**config.mk**
```make
export PLATFORM = sky130hd
export DESIGN_NAME = smb_sclgen_top
export DESIGN_NICKNAME = d
export VERILOG_FILES = /design/src/rtl/smb_sclgen_pkg.sv /design/src/rtl/smb_tick_sel.sv /design/src/rtl/smb_scl_phase.sv /design/src/rtl/smb_bus_idle.sv /design/src/rtl/smb_slave_gate.sv /design/src/rtl/smb_sclgen_top.sv
export SDC_FILE = /design/constraint.sdc
export NUM_CORES = 1
export LEC_CHECK = 0
export ABC_AREA = 1
export BUFFER_PORTS_ARGS = -buffer_cell sky130_fd_sc_hd__buf_2
export CORE_ASPECT_RATIO = 0.7
export CORE_MARGIN = 4
export CORE_UTILIZATION = 45
export CTS_BUF_LIST = sky130_fd_sc_hd__clkbuf_4
export DETAILED_ROUTE_END_ITERATION = 7
export PLACE_DENSITY_LB_ADDON = 0.05
export REMOVE_ABC_BUFFERS = 1
export SYNTH_ARGS = -nofsm -noshare
export SYNTH_HDL_FRONTEND = slang
export SYNTH_SLANG_ARGS = --single-unit
```
**constraint.sdc**
```tcl
create_clock -name clk -period 2.72 [get_ports clk]
set_clock_uncertainty 0.15 [all_clocks]
set_input_delay 0.408 -clock clk [delete_from_list [all_inputs] [get_ports clk]]
set_output_delay 0.408 -clock clk [all_outputs]
set_load 0.01 [all_outputs]
```
**src/rtl/smb_sclgen_pkg.sv**
```systemverilog
// Package: shared types for the SMBus SCL generator.
// Assumes the configuration word is written as one packed vector, enable in bit 0.
package smb_sclgen_pkg;

    // Strobe source codes; the code value is the index into tick_i.
    typedef enum logic [1:0] {
        SRC_TMR0  = 2'd0,
        SRC_TMR1  = 2'd1,
        SRC_TMR2H = 2'd2,
        SRC_TMR2L = 2'd3
    } src_sel_e;

    // Configuration word; packed MSB first so enable lands in bit 0.
    typedef struct packed {
        logic     free_en;   // bit 5
        logic     mst_en;    // bit 4
        src_sel_e src;       // bits 3:2
        logic     inhibit;   // bit 1
        logic     enable;    // bit 0
    } cfg_t;

    // Phases of the master SCL sequence.
    typedef enum logic [1:0] {
        PH_IDLE = 2'd0,
        PH_LOW  = 2'd1,
        PH_WAIT = 2'd2,
        PH_HIGH = 2'd3
    } scl_ph_e;

endpackage

```
**src/rtl/smb_tick_sel.sv**
```systemverilog
// Module: picks one of N_SRC overflow strobes by code and passes it on only
// when a consumer is active. Assumes strobes are single-cycle pulses.
module smb_tick_sel #(
    parameter  int N_SRC = 4,
    localparam int SEL_W = $clog2(N_SRC)
) (
    input  logic [N_SRC-1:0] ticks,
    input  logic [SEL_W-1:0] sel,
    input  logic             consume,
    output logic             tick
);

    logic [N_SRC-1:0] hit;

    // One decoder slice for each strobe source.
    for (genvar g = 0; g < N_SRC; g++) begin : g_src
        assign hit[g] = ticks[g] && (sel == SEL_W'(g));
    end

    // Forward the chosen strobe only to an active consumer.
    assign tick = consume && (|hit);

endmodule

```
**src/rtl/smb_scl_phase.sv**
```systemverilog
// Module: master SCL phase sequencer. It pulls SCL low for LOW_TICKS strobes,
// releases it, waits until SCL reads high (stretch support), then counts
// HIGH_TICKS strobes. Assumes scl_in is already synchronised.
module smb_scl_phase
    import smb_sclgen_pkg::*;
#(
    parameter  int LOW_TICKS  = 2,
    parameter  int HIGH_TICKS = 1,
    localparam int MAX_TICKS  = (LOW_TICKS > HIGH_TICKS) ? LOW_TICKS : HIGH_TICKS,
    localparam int CNT_W      = $clog2(MAX_TICKS + 1)
) (
    input  logic clk,
    input  logic rst_n,
    input  logic run,
    input  logic tick,
    input  logic scl_in,
    output logic drive_low
);

    scl_ph_e            ph_q;
    logic [CNT_W-1:0]   cnt_q;

    // Advance the phase sequence and its strobe counter.
    always_ff @(posedge clk) begin
        if (!rst_n || !run) begin
            ph_q  <= PH_IDLE;
            cnt_q <= '0;
        end else begin
            unique case (ph_q)
                PH_IDLE: begin
                    ph_q  <= PH_LOW;
                    cnt_q <= '0;
                end
                PH_LOW: if (tick) begin
                    if (cnt_q == CNT_W'(LOW_TICKS - 1)) begin
                        ph_q  <= PH_WAIT;
                        cnt_q <= '0;
                    end else begin
                        cnt_q <= cnt_q + 1'b1;
                    end
                end
                PH_WAIT: if (scl_in) begin
                    ph_q  <= PH_HIGH;
                    cnt_q <= '0;
                end
                PH_HIGH: if (tick) begin
                    if (cnt_q == CNT_W'(HIGH_TICKS - 1)) begin
                        ph_q  <= PH_LOW;
                        cnt_q <= '0;
                    end else begin
                        cnt_q <= cnt_q + 1'b1;
                    end
                end
                default: ph_q <= PH_IDLE;
            endcase
        end
    end

    // SCL is pulled only during the low phase.
    assign drive_low = (ph_q == PH_LOW);

endmodule

```
**src/rtl/smb_bus_idle.sv**
```systemverilog
// Module: bus-free detector. It counts selected strobes while SCL and SDA are
// both high and flags free at FREE_TICKS. A START, a low line or disable
// clears it. Assumes inputs are synchronised.
module smb_bus_idle #(
    parameter  int FREE_TICKS = 8,
    localparam int CNT_W      = $clog2(FREE_TICKS + 1)
) (
    input  logic clk,
    input  logic rst_n,
    input  logic on,
    input  logic tick,
    input  logic scl_in,
    input  logic sda_in,
    input  logic start_det,
    output logic free
);

    logic [CNT_W-1:0] cnt_q;
    logic             free_q;

    // Count idle strobes and hold the free flag.
    always_ff @(posedge clk) begin
        if (!rst_n || !on || start_det || !(scl_in && sda_in)) begin
            cnt_q  <= '0;
            free_q <= 1'b0;
        end else if (tick && !free_q) begin
            if (cnt_q == CNT_W'(FREE_TICKS - 1)) begin
                free_q <= 1'b1;
            end else begin
                cnt_q <= cnt_q + 1'b1;
            end
        end
    end

    assign free = free_q;

endmodule

```
**src/rtl/smb_slave_gate.sv**
```systemverilog
// Module: slave-event gate. It latches the inhibit bit at each START and
// decides ACK/NACK and the interrupt for each received address. Assumes
// start_det and addr_rcv are single-cycle strobes.
module smb_slave_gate (
    input  logic clk,
    input  logic rst_n,
    input  logic enable,
    input  logic inhibit_cfg,
    input  logic start_det,
    input  logic addr_rcv,
    output logic inh_act,
    output logic addr_ack,
    output logic slv_irq
);

    logic inh_q, ack_q, irq_q;

    // Take the configured inhibit bit into effect only at a START.
    always_ff @(posedge clk) begin
        if (!rst_n) begin
            inh_q <= 1'b0;
        end else if (start_det) begin
            inh_q <= inhibit_cfg;
        end
    end

    // Decide acknowledge and interrupt on each received address.
    always_ff @(posedge clk) begin
        if (!rst_n) begin
            ack_q <= 1'b0;
            irq_q <= 1'b0;
        end else begin
            irq_q <= addr_rcv && enable && !inh_q;
            if (addr_rcv) begin
                ack_q <= enable && !inh_q;
            end
        end
    end

    assign inh_act  = inh_q;
    assign addr_ack = ack_q;
    assign slv_irq  = irq_q;

endmodule

```
**src/rtl/smb_sclgen_top.sv**
```systemverilog
// Module: SMBus master SCL generator top. It holds the configuration word,
// gates the shared timer strobes and joins the phase sequencer, bus-free
// detector and slave gate. Assumes all line and strobe inputs are synchronous.
module smb_sclgen_top
    import smb_sclgen_pkg::*;
#(
    parameter  int LOW_TICKS  = 2,
    parameter  int HIGH_TICKS = 1,
    parameter  int FREE_TICKS = 8,
    localparam int N_SRC      = 4,
    localparam int CFG_W      = $bits(cfg_t)
) (
    input  logic             clk,
    input  logic             rst_n,
    input  logic [N_SRC-1:0] tick_i,
    input  logic             cfg_we,
    input  logic [CFG_W-1:0] cfg_wdata,
    input  logic             scl_in,
    input  logic             sda_in,
    input  logic             start_det,
    input  logic             addr_rcv,
    output logic             scl_drive_low,
    output logic             addr_ack,
    output logic             slv_irq,
    output logic             bus_free
);

    cfg_t cfg_q;
    logic master_on, free_on, sel_tick, inh_active;

    // Load the configuration word on a write strobe.
    always_ff @(posedge clk) begin
        if (!rst_n) begin
            cfg_q <= '0;
        end else if (cfg_we) begin
            cfg_q <= cfg_t'(cfg_wdata);
        end
    end

    assign master_on = cfg_q.enable && cfg_q.mst_en;
    assign free_on   = cfg_q.enable && cfg_q.free_en;

    smb_tick_sel #(.N_SRC(N_SRC)) u_sel (
        .ticks   (tick_i),
        .sel     (cfg_q.src),
        .consume (master_on || free_on),
        .tick    (sel_tick)
    );

    smb_scl_phase #(.LOW_TICKS(LOW_TICKS), .HIGH_TICKS(HIGH_TICKS)) u_phase (
        .clk       (clk),
        .rst_n     (rst_n),
        .run       (master_on),
        .tick      (sel_tick),
        .scl_in    (scl_in),
        .drive_low (scl_drive_low)
    );

    smb_bus_idle #(.FREE_TICKS(FREE_TICKS)) u_idle (
        .clk       (clk),
        .rst_n     (rst_n),
        .on        (free_on),
        .tick      (sel_tick),
        .scl_in    (scl_in),
        .sda_in    (sda_in),
        .start_det (start_det),
        .free      (bus_free)
    );

    smb_slave_gate u_slave (
        .clk         (clk),
        .rst_n       (rst_n),
        .enable      (cfg_q.enable),
        .inhibit_cfg (cfg_q.inhibit),
        .start_det   (start_det),
        .addr_rcv    (addr_rcv),
        .inh_act     (inh_active),
        .addr_ack    (addr_ack),
        .slv_irq     (slv_irq)
    );

endmodule

```
Yosys cells after proc, flatten, opt, wreduce, memory -nomap -nowiden --
Cells that the tools add are included.
Word-level totals: register bits after elaboration 18
Operators by class: muxes and demuxes 12, reduce and logical (&&, ||, !) cells 31, add/sub/neg operators 2, equal/unequal tests 13, bitwise logic cells 1
Operator list (count):
- 2-bit 2-to-1 mux | 10
- 2-bit one-hot mux with 4 select lines | 2
- 1-bit logical AND | 12
- 2-bit == test (second input constant) | 4
- 2-bit by 1-bit != test with 1-bit output (second input constant) | 4
- 2-bit by 1-bit == test with 1-bit output (second input constant) | 3
- 1-bit logical NOT | 6
- 2-bit logical NOT | 3
- 1-bit logical OR | 5
- 5-bit AND reduction | 1
- 4-bit by 1-bit adder with 4-bit output (second input constant) | 1
- 4-bit by 3-bit == test with 1-bit output (second input constant) | 1
- 2-bit AND reduction | 2
- 4-bit OR reduction | 1
- 3-bit AND reduction | 1
- 2-bit by 1-bit adder with 2-bit output (second input constant) | 1
- 2-bit != test (second input constant) | 1
- 1-bit inverter | 1

Depth between registers and ports, before layout --
Gate-level depths: netlist of the first run.
word-level depth 6, depth in mapped cells 10

By module --
From an unflattened synthesis of the first run, not the netlist that was laid out.
Second synthesis, totals: cell total of the unflattened synthesis 159, area, all modules 1067.3 µm²
By module, submodules not included:
- smb_scl_phase | area an instance 359.1 µm², cells each 53, sequential area each 80.1 µm², instances 1
- smb_sclgen_top | area an instance 275.3 µm², cells each 42, sequential area each 120.1 µm², instances 1
- smb_bus_idle | area an instance 271.5 µm², cells each 36, sequential area each 100.1 µm², instances 1
- smb_slave_gate | area an instance 112.6 µm², cells each 16, sequential area each 60.1 µm², instances 1
- smb_tick_sel | area an instance 48.8 µm², cells each 12, sequential area each 0.0 µm², instances 1

Worst setup path before layout of the first run --
OpenSTA, ideal clock, no wires.
path kind flip-flop to flip-flop, start register u_phase.ph_q[1], end register u_phase.ph_q[1], setup time 0.110 ns, setup slack 1.248 ns, data arrival time 1.213 ns, period minus slack after synthesis 1.472 ns, cell stages (with the launch flop) 11, cell sequence dfxtp_1 > inv_1 > ha_1 > inv_1 > or2_1 > o21ai_0 > inv_1 > nand3_2 > nand2_1 > inv_1 > nor2_1
Between the ends: word-level cells in the longest chain between the ends 3
Ends and longest elaborated chain:
- from (decl) | RTL line smb_scl_phase.sv:20 | scl_ph_e ph_q;
- from (signal assigned) | RTL line smb_scl_phase.sv:26 | ph_q <= PH_IDLE;
- from (signal assigned) | RTL line smb_scl_phase.sv:31 | ph_q <= PH_LOW;
- from (signal assigned) | RTL line smb_scl_phase.sv:36 | ph_q <= PH_WAIT;
- 2-bit by 1-bit == test with 1-bit output (*)
- net scl_drive_low | RTL line smb_sclgen_top.sv:22 | output logic scl_drive_low,
- 2-bit by 1-bit != test with 1-bit output (no source line)
- 5-bit AND reduction (no source line)
The timed path passes the listed nets; every way through them passes the cells marked *. A chain may end at the register's enable or synchronous reset.

Worst setup path after layout of the first run --
start register u_phase.ph_q[1], end output scl_drive_low
Between the ends: word-level cells in the longest chain between the ends 1
Ends and longest elaborated chain:
- 2-bit by 1-bit == test with 1-bit output | RTL line smb_scl_phase.sv:60 | assign drive_low = (ph_q == PH_LOW);
- to (decl) | RTL line smb_sclgen_top.sv:22
Every way passes these cells.

==> run metrics, run 1 <==
run status complete, no violations; hold-fix buffers at CTS 0; clock sinks 18; CP Data Arrival Time 1.10 ns; Syn Inst Count 133; WP data required approximately 2.2 ns; Slew Viols, Final 0; startpoint types flop; total global routing overflow 0; post-placement cell area 1150 um2; Final HPWL DP about 1500 um; FMAX 603 MHz; number of diodes 0; setup TNS 0 ns; Tightest Pin Transition 0.549 ns; WS Path Type reg2out; die area 3100 um2; fraction of layout cells with a size suffix above 1 0.237; final setup violation count 0; worst reg2reg endpoint u_phase.ph_q[0]$_SDFFE_PP0P_; drt total wl about 1800 um; Crit. End Element output port; vias per cell 4.61; largest net degree at the start of global routing 12; Iter 0 DRT Violations between 50 and 60; Final ANT Viol Nets 0; post-CTS sizing 0; slowest stage cell on the critical path dfxtp_1; power per standard cell area 399 nW/um2; first-pass GRT wire length 2910 um; Min Hold Slack 0.185 ns; Skew-Pair Late Insertion Delay just under 0.3 ns; Setup crit start u_phase.ph_q[1]$_SDFFE_PP0P_; clock share of power 0.293; Clock Path Buffers 2; vias in the first global route 689; hold path cells 3; Die H 47.8 um; static leakage 0.000566 uW; crit-path cells inv_1 -> ha_1 -> buf_2; clock-pin slew on the worst setup and hold paths 0.10 ns; Root Driver clkbuf_4; CTS buffer count 3; Core ar. 2150 um2; routed len/inst 9.77 um; # nets final 183; Flop pwr share 0.586; row cnt 14; # port buffers 20; initial cell density of the core 0.473; synth unique cells 22; synthesized area 1020 um2; switch share 0.260; initial antenna violation count 0; Worst Setup EP scl_drive_low; Worst Hold Class in2reg; synth warn 0; Placer Congestion 0.811; drt drc 0; Design Power 471 uW; CP peak stage delay 0.37 ns; Worst Path Buf+Inv 2; Logic pwr share 0.121; Non-Filler Instances 188; fin crit share 0.609; synth-to-layout area growth 16.0%; cell count along the critical path 3; Max Cap Viol 0; setup bufs post-CTS 0; P_int approximately 350 uW; Total GRT Usage 0.128; Max-slew headroom 0.631; CTS tree done; Die Wd 64.9 um; Peak VDD IR 0.265 mV; FF-to-FF path depth 10; register area share after synthesis 0.354; final-report hold violation count 0; Critical Path Fanout Max 3; min Tclk post-route around 1.7 ns; Ports 21; Inst Count DP around 180; Yosys reg bits 18; via count 866; sw power around 120 uW; drt first pass iters 4; r2r startpoint u_phase.ph_q[1]$_SDFFE_PP0P_; Design Area, Final 1180 um2; syn_area_per_cell 7.66 um2; RSZ-0062 raised after global routing false; reg-to-reg slack, setup ~1.2 ns; Max H-tree Level 1; CP delay by family, top flip-flops
==> stage by stage <==
stage | setup slack, ns | util
after CTS | 1.05 | 0.548
after floorplan | 1.25 | -
final | 1.06 | 0.548
after detailed placement | 1.16 | 0.536
after global placement | 1.22 | 0.536
after global routing | 0.975 | 0.548
==> synthesized netlist by cell type <==
library cell,number,share of area
inv_1,24,0.088
nor2_1,12,0.044
nand2_2,4,0.025
inv_2,2,0.0074
a21oi_1,12,0.059
nor4_4,1,0.021
nand2_1,20,0.074
a22o_1,1,0.0086
clkbuf_1,1,0.0037
dfxtp_1,18,0.35
nand3_2,3,0.029
nand2_4,2,0.022
nand3_1,4,0.020
nor3_1,1,0.0049
o21ai_4,1,0.016
nand4_1,2,0.012
nor2_8,1,0.020
xnor2_1,1,0.0086
o21a_1,1,0.0074
or2_1,1,0.0061
ha_1,9,0.11
o21ai_0,12,0.059
==> logic make-up after synthesis <==
logic type	count (synthesis)	share of synthesized area
buf+inv	27	0.0995
compound gates	27	0.150
flops	18	0.354
xor+xnor	1	0.00860
fa+ha+maj	9	0.111
simple gates	51	0.278
==> power groups by stage <==
stage	registers [uW]	clock network [uW]	logic (uW)
global placement	282	0	56.0
floorplan	282	0	36.9
global route	277	159	65.1
CTS	276	145	58.0
finish	276	138	57.1
detailed placement	283	0	57.7
==> worst min-delay path by stage <==
stage	from	end	slack [ns]
detailed placement	u_slave.addr_ack$_SDFFE_PN0P_	u_slave.addr_ack$_SDFFE_PN0P_	0.30
CTS	cfg_wdata[5]	cfg_q[5]$_SDFFE_PN0P_	0.18
finish	cfg_wdata[5]	cfg_q[5]$_SDFFE_PN0P_	0.18
floorplan	cfg_q[1]$_SDFFE_PN0P_	u_slave.inh_act$_SDFFE_PN0P_	0.28
global route	cfg_wdata[5]	cfg_q[5]$_SDFFE_PN0P_	0.18
global placement	cfg_q[1]$_SDFFE_PN0P_	u_slave.inh_act$_SDFFE_PN0P_	0.29
==> flip-flops by register name, indices dropped and copies added (netlist names) <==
signal,count
cfg_q,6
u_slave.addr_ack,1
u_phase.ph_q,2
u_idle.cnt_q,4
u_slave.inh_act,1
u_idle.free,1
u_slave.slv_irq,1
u_phase.cnt_q,2
==> worst register-to-register path: cells and delay by family (launching register included) <==
family / cells / cell delay, ns
AND/OR/NAND/NOR: 4 / 0.39
flip-flops: 1 / 0.34
AO/OA/AOI/OAI: 1 / 0.08
adder cells (fa/ha/maj): 1 / 0.19
buffers and inverters: 4 / 0.30
==> cells in the final DEF (no fill, tap or decap), types with 2 or more instances in the layout <==
| master | synthesis | final |
|---|---|---|
| a21oi_1 | 12 | 12 |
| buf_2 | 0 | 20 |
| clkbuf_4 | 0 | 3 |
| dfxtp_1 | 18 | 18 |
| ha_1 | 9 | 9 |
| inv_1 | 24 | 24 |
| inv_2 | 2 | 2 |
| nand2_1 | 20 | 20 |
| nand2_2 | 4 | 4 |
| nand2_4 | 2 | 2 |
| nand3_1 | 4 | 4 |
| nand3_2 | 3 | 3 |
| nand4_1 | 2 | 2 |
| nor2_1 | 12 | 12 |
| o21ai_0 | 12 | 12 |
==> cell type report <==
cell class | count | area, um2
Clock buffer | 3 | 22.5
Clock inverter | 1 | 3.75
Fill cell | 217 | 973
Inverter | 26 | 97.6
Multi-Input combinational cell | 88 | 557
Sequential cell | 18 | 360
Tap cell | 32 | 40.0
Timing Repair Buffer | 20 | 100
==> metal layers <==
layer	vias up	track usage	wire length [um]
li1	467	-	-
met1	374	0.165	903
met2	23	0.195	785
met3	2	0.0563	130
met4	0	0.0378	17
met5	-	0	0
No activity file was read; power rests on OpenSTA's default activity.
==> inputs of run 2 (changes only) <==
==> constraint.sdc (replaced) <==
create_clock -name clk -period 1.64 [get_ports clk]
set_clock_uncertainty 0.15 [all_clocks]
set_input_delay 0.246 -clock clk [delete_from_list [all_inputs] [get_ports clk]]
set_output_delay 0.246 -clock clk [all_outputs]
set_load 0.01 [all_outputs]
==> run 2 against run 1 <==
  * Utilization rose by 0.23 points
  * First-iteration DRC count unchanged
  * Critical path type is now reg2reg
  * Combinational power grew 66%
  * Global-route usage unchanged
  * Clock power increased by 66%
  * Sequential share of layout area rose by 0.082 points
  * Setup slack worse by 0.92 ns
  * Non-clock buffer count unchanged
  * Largest cell class unchanged
  * Power is 66% higher
==> run metrics, run 2 (synthesis results as in run 1) <==
run status complete, no violations; CP peak stage delay 0.35 ns (-0.02 ns); Root Driver clkbuf_4; footprint of the multi-input gates 559 um2 (+0.45%); Slew Viols, Final 0 (unchanged); total global routing overflow 0 (unchanged); drt drc 0 (unchanged); Ports 21 (unchanged); final-report hold violation count 0 (unchanged); static leakage 0.000566 uW (about the same); setup TNS 0 ns (unchanged); first-pass GRT wire length 2910 um (unchanged); Max Cap Viol 0 (unchanged); most frequent cells in the layout inv_1 (23), nand2_1 (20), buf_2 (20); sw power 203 uW (+66%); drt total wl 1840 um (+0.16%); Die Wd 64.9 um (unchanged); CP delay by family, top simple AND/OR/NAND/NOR gates; Crit. End Element flop; final setup violation count 0 (unchanged); RSZ-0062 raised after global routing false; P_int 579 uW (+66%); WS Path Type reg2reg; initial antenna violation count 0 (unchanged); Clock Path Buffers 2 (unchanged); most common cell after layout, fill and taps aside inv_1; Reg area 363 um2 (+0.69%); Worst Path Buf+Inv 4 (+2); # port buffers 20 (unchanged); Skew-Pair Late Insertion Delay 0.29 ns (about the same); Final HPWL DP 1490 um (unchanged); die area 3100 um2 (unchanged); number of diodes 0 (unchanged); drt first pass iters 4 (unchanged); Flop pwr share 0.586 (about the same); fill cell count 219 (+0.92%); Tightest Pin Transition 0.552 ns (+0.00299 ns); Die H 47.8 um (unchanged); switch share 0.260 (about the same); clock-pin slew on the worst setup and hold paths 0.10 ns (about the same); synth-to-layout area growth 16.5%; CP Data Arrival Time 1.55 ns (+0.45 ns); Core ar. 2150 um2 (unchanged); slowest stage cell on the critical path dfxtp_1; Logic pwr share 0.121 (about the same); CTS tree done; Iter 0 DRT Violations 56 (unchanged); Critical Path Fanout Max 3 (unchanged); row cnt 14 (unchanged); Worst Hold Class in2reg; clock sinks 18 (unchanged); power per standard cell area 659 nW/um2 (+65%); # nets final 183 (unchanged); Total GRT Usage 0.128 (unchanged); Max H-tree Level 1 (unchanged); via count 866 (unchanged); Final ANT Viol Nets 0 (unchanged); routed len/inst 9.78 um (+0.16%); Peak VDD IR 0.439 mV (+66%); fraction of layout cells with a size suffix above 1 0.263 (+0.0256); min Tclk post-route between 1 and 1.5 ns; Design Area, Final 1190 um2 (+0.42%); initial cell density of the core 0.473 (unchanged); startpoint types flop; largest net degree at the start of global routing 12 (unchanged); post-placement cell area 1150 um2 (unchanged); WP data required 1.69 ns (-0.47 ns); largest registers cfg_q x6, u_idle.cnt_q x4; most frequent cell on the critical path inv_1; CTS buffer count 3 (unchanged); clock share of power 0.293 (about the same); Max-slew headroom 0.629 (-0.00201); vias per cell 4.61 (unchanged); FMAX 668 MHz; most flop-heavy register cfg_q; vias in the first global route 689 (unchanged); crit-path cells inv_2 -> ha_2 -> inv_1 -> or2_1 -> o21ai_0 -> inv_1 -> nand3_2 -> nand2_1 -> inv_1 -> nor2_1; fin crit share 0.913; Placer Congestion 0.811 (unchanged); Largest register FFs 6 (unchanged)
==> run 2: power groups by stage <==
stage               Combinational, uW  Sequential [uW]  Clock (uW)
floorplan                        61.2              468           0
global placement                 92.9              468           0
detailed placement               95.7              469           0
CTS                              96.2              459         241
global route                      108              460         264
finish                           94.9              458         229
==> run 2: through the flow <==
step           hold slack (ns)   util  worst slack (ns)  std cells  power [uW]
6_report                0.0228  0.551             0.142        188         782
5_1_grt                 0.0133  0.551           0.00451        188         832
4_1_cts                 0.0133  0.548             0.107        188         796
3_5_place_dp             0.301  0.536             0.126        184         564
3_3_place_gp             0.289  0.536             0.161        184         561
2_1_floorplan            0.189      -             0.168        132         529
==> run 2: final cells by class <==
class | instances | share of cell area
multi-input combinational | 88 | 0.472
sequential | 18 | 0.306
timing repair buffer | 20 | 0.0844
inverter | 26 | 0.0823
tap | 32 | 0.0338
clock buffer | 3 | 0.0190
clock inverter | 1 | 0.00316
==> run 2: worst register-to-register path, cell delays in order (launching register included) <==
cell and delay [ns]:
dfxtp_1 0.35, inv_2 0.07, ha_2 0.18, inv_1 0.05
or2_1 0.21, o21ai_0 0.08, inv_1 0.10, nand3_2 0.09
nand2_1 0.05, inv_1 0.05, nor2_1 0.04
==> run 2: per-layer routing <==
metal | part of all wire | track usage | vias to the layer above
li1 | - | - | 467
met1 | 0.49 | 0.165 | 374
met2 | 0.43 | 0.195 | 23
met3 | 0.071 | 0.0563 | 2
met4 | 0.0092 | 0.0378 | 0
met5 | 0 | 0 | -
==> run 2: final timing paths <==
check / start / end / slack [ns] / depth (start not counted)
hold reg to reg: cfg_q[1]$_SDFFE_PN0P_ / u_slave.inh_act$_SDFFE_PN0P_ / 0.32 / 2
setup reg to reg: u_phase.ph_q[1]$_SDFFE_PP0P_ / u_phase.ph_q[0]$_SDFFE_PP0P_ / 0.14 / 10
setup / recovery: u_phase.ph_q[1]$_SDFFE_PP0P_ / u_phase.ph_q[0]$_SDFFE_PP0P_ / 0.14 / 10
hold / removal: cfg_wdata[5] / cfg_q[5]$_SDFFE_PN0P_ / 0.02 / 3
==> run 2: what timing repair did <==
action	CTS	global route
endpoints found under the setup margin	0	2
setup buffers	0	0
hold buffers	0	0
gates resized for setup	0	4
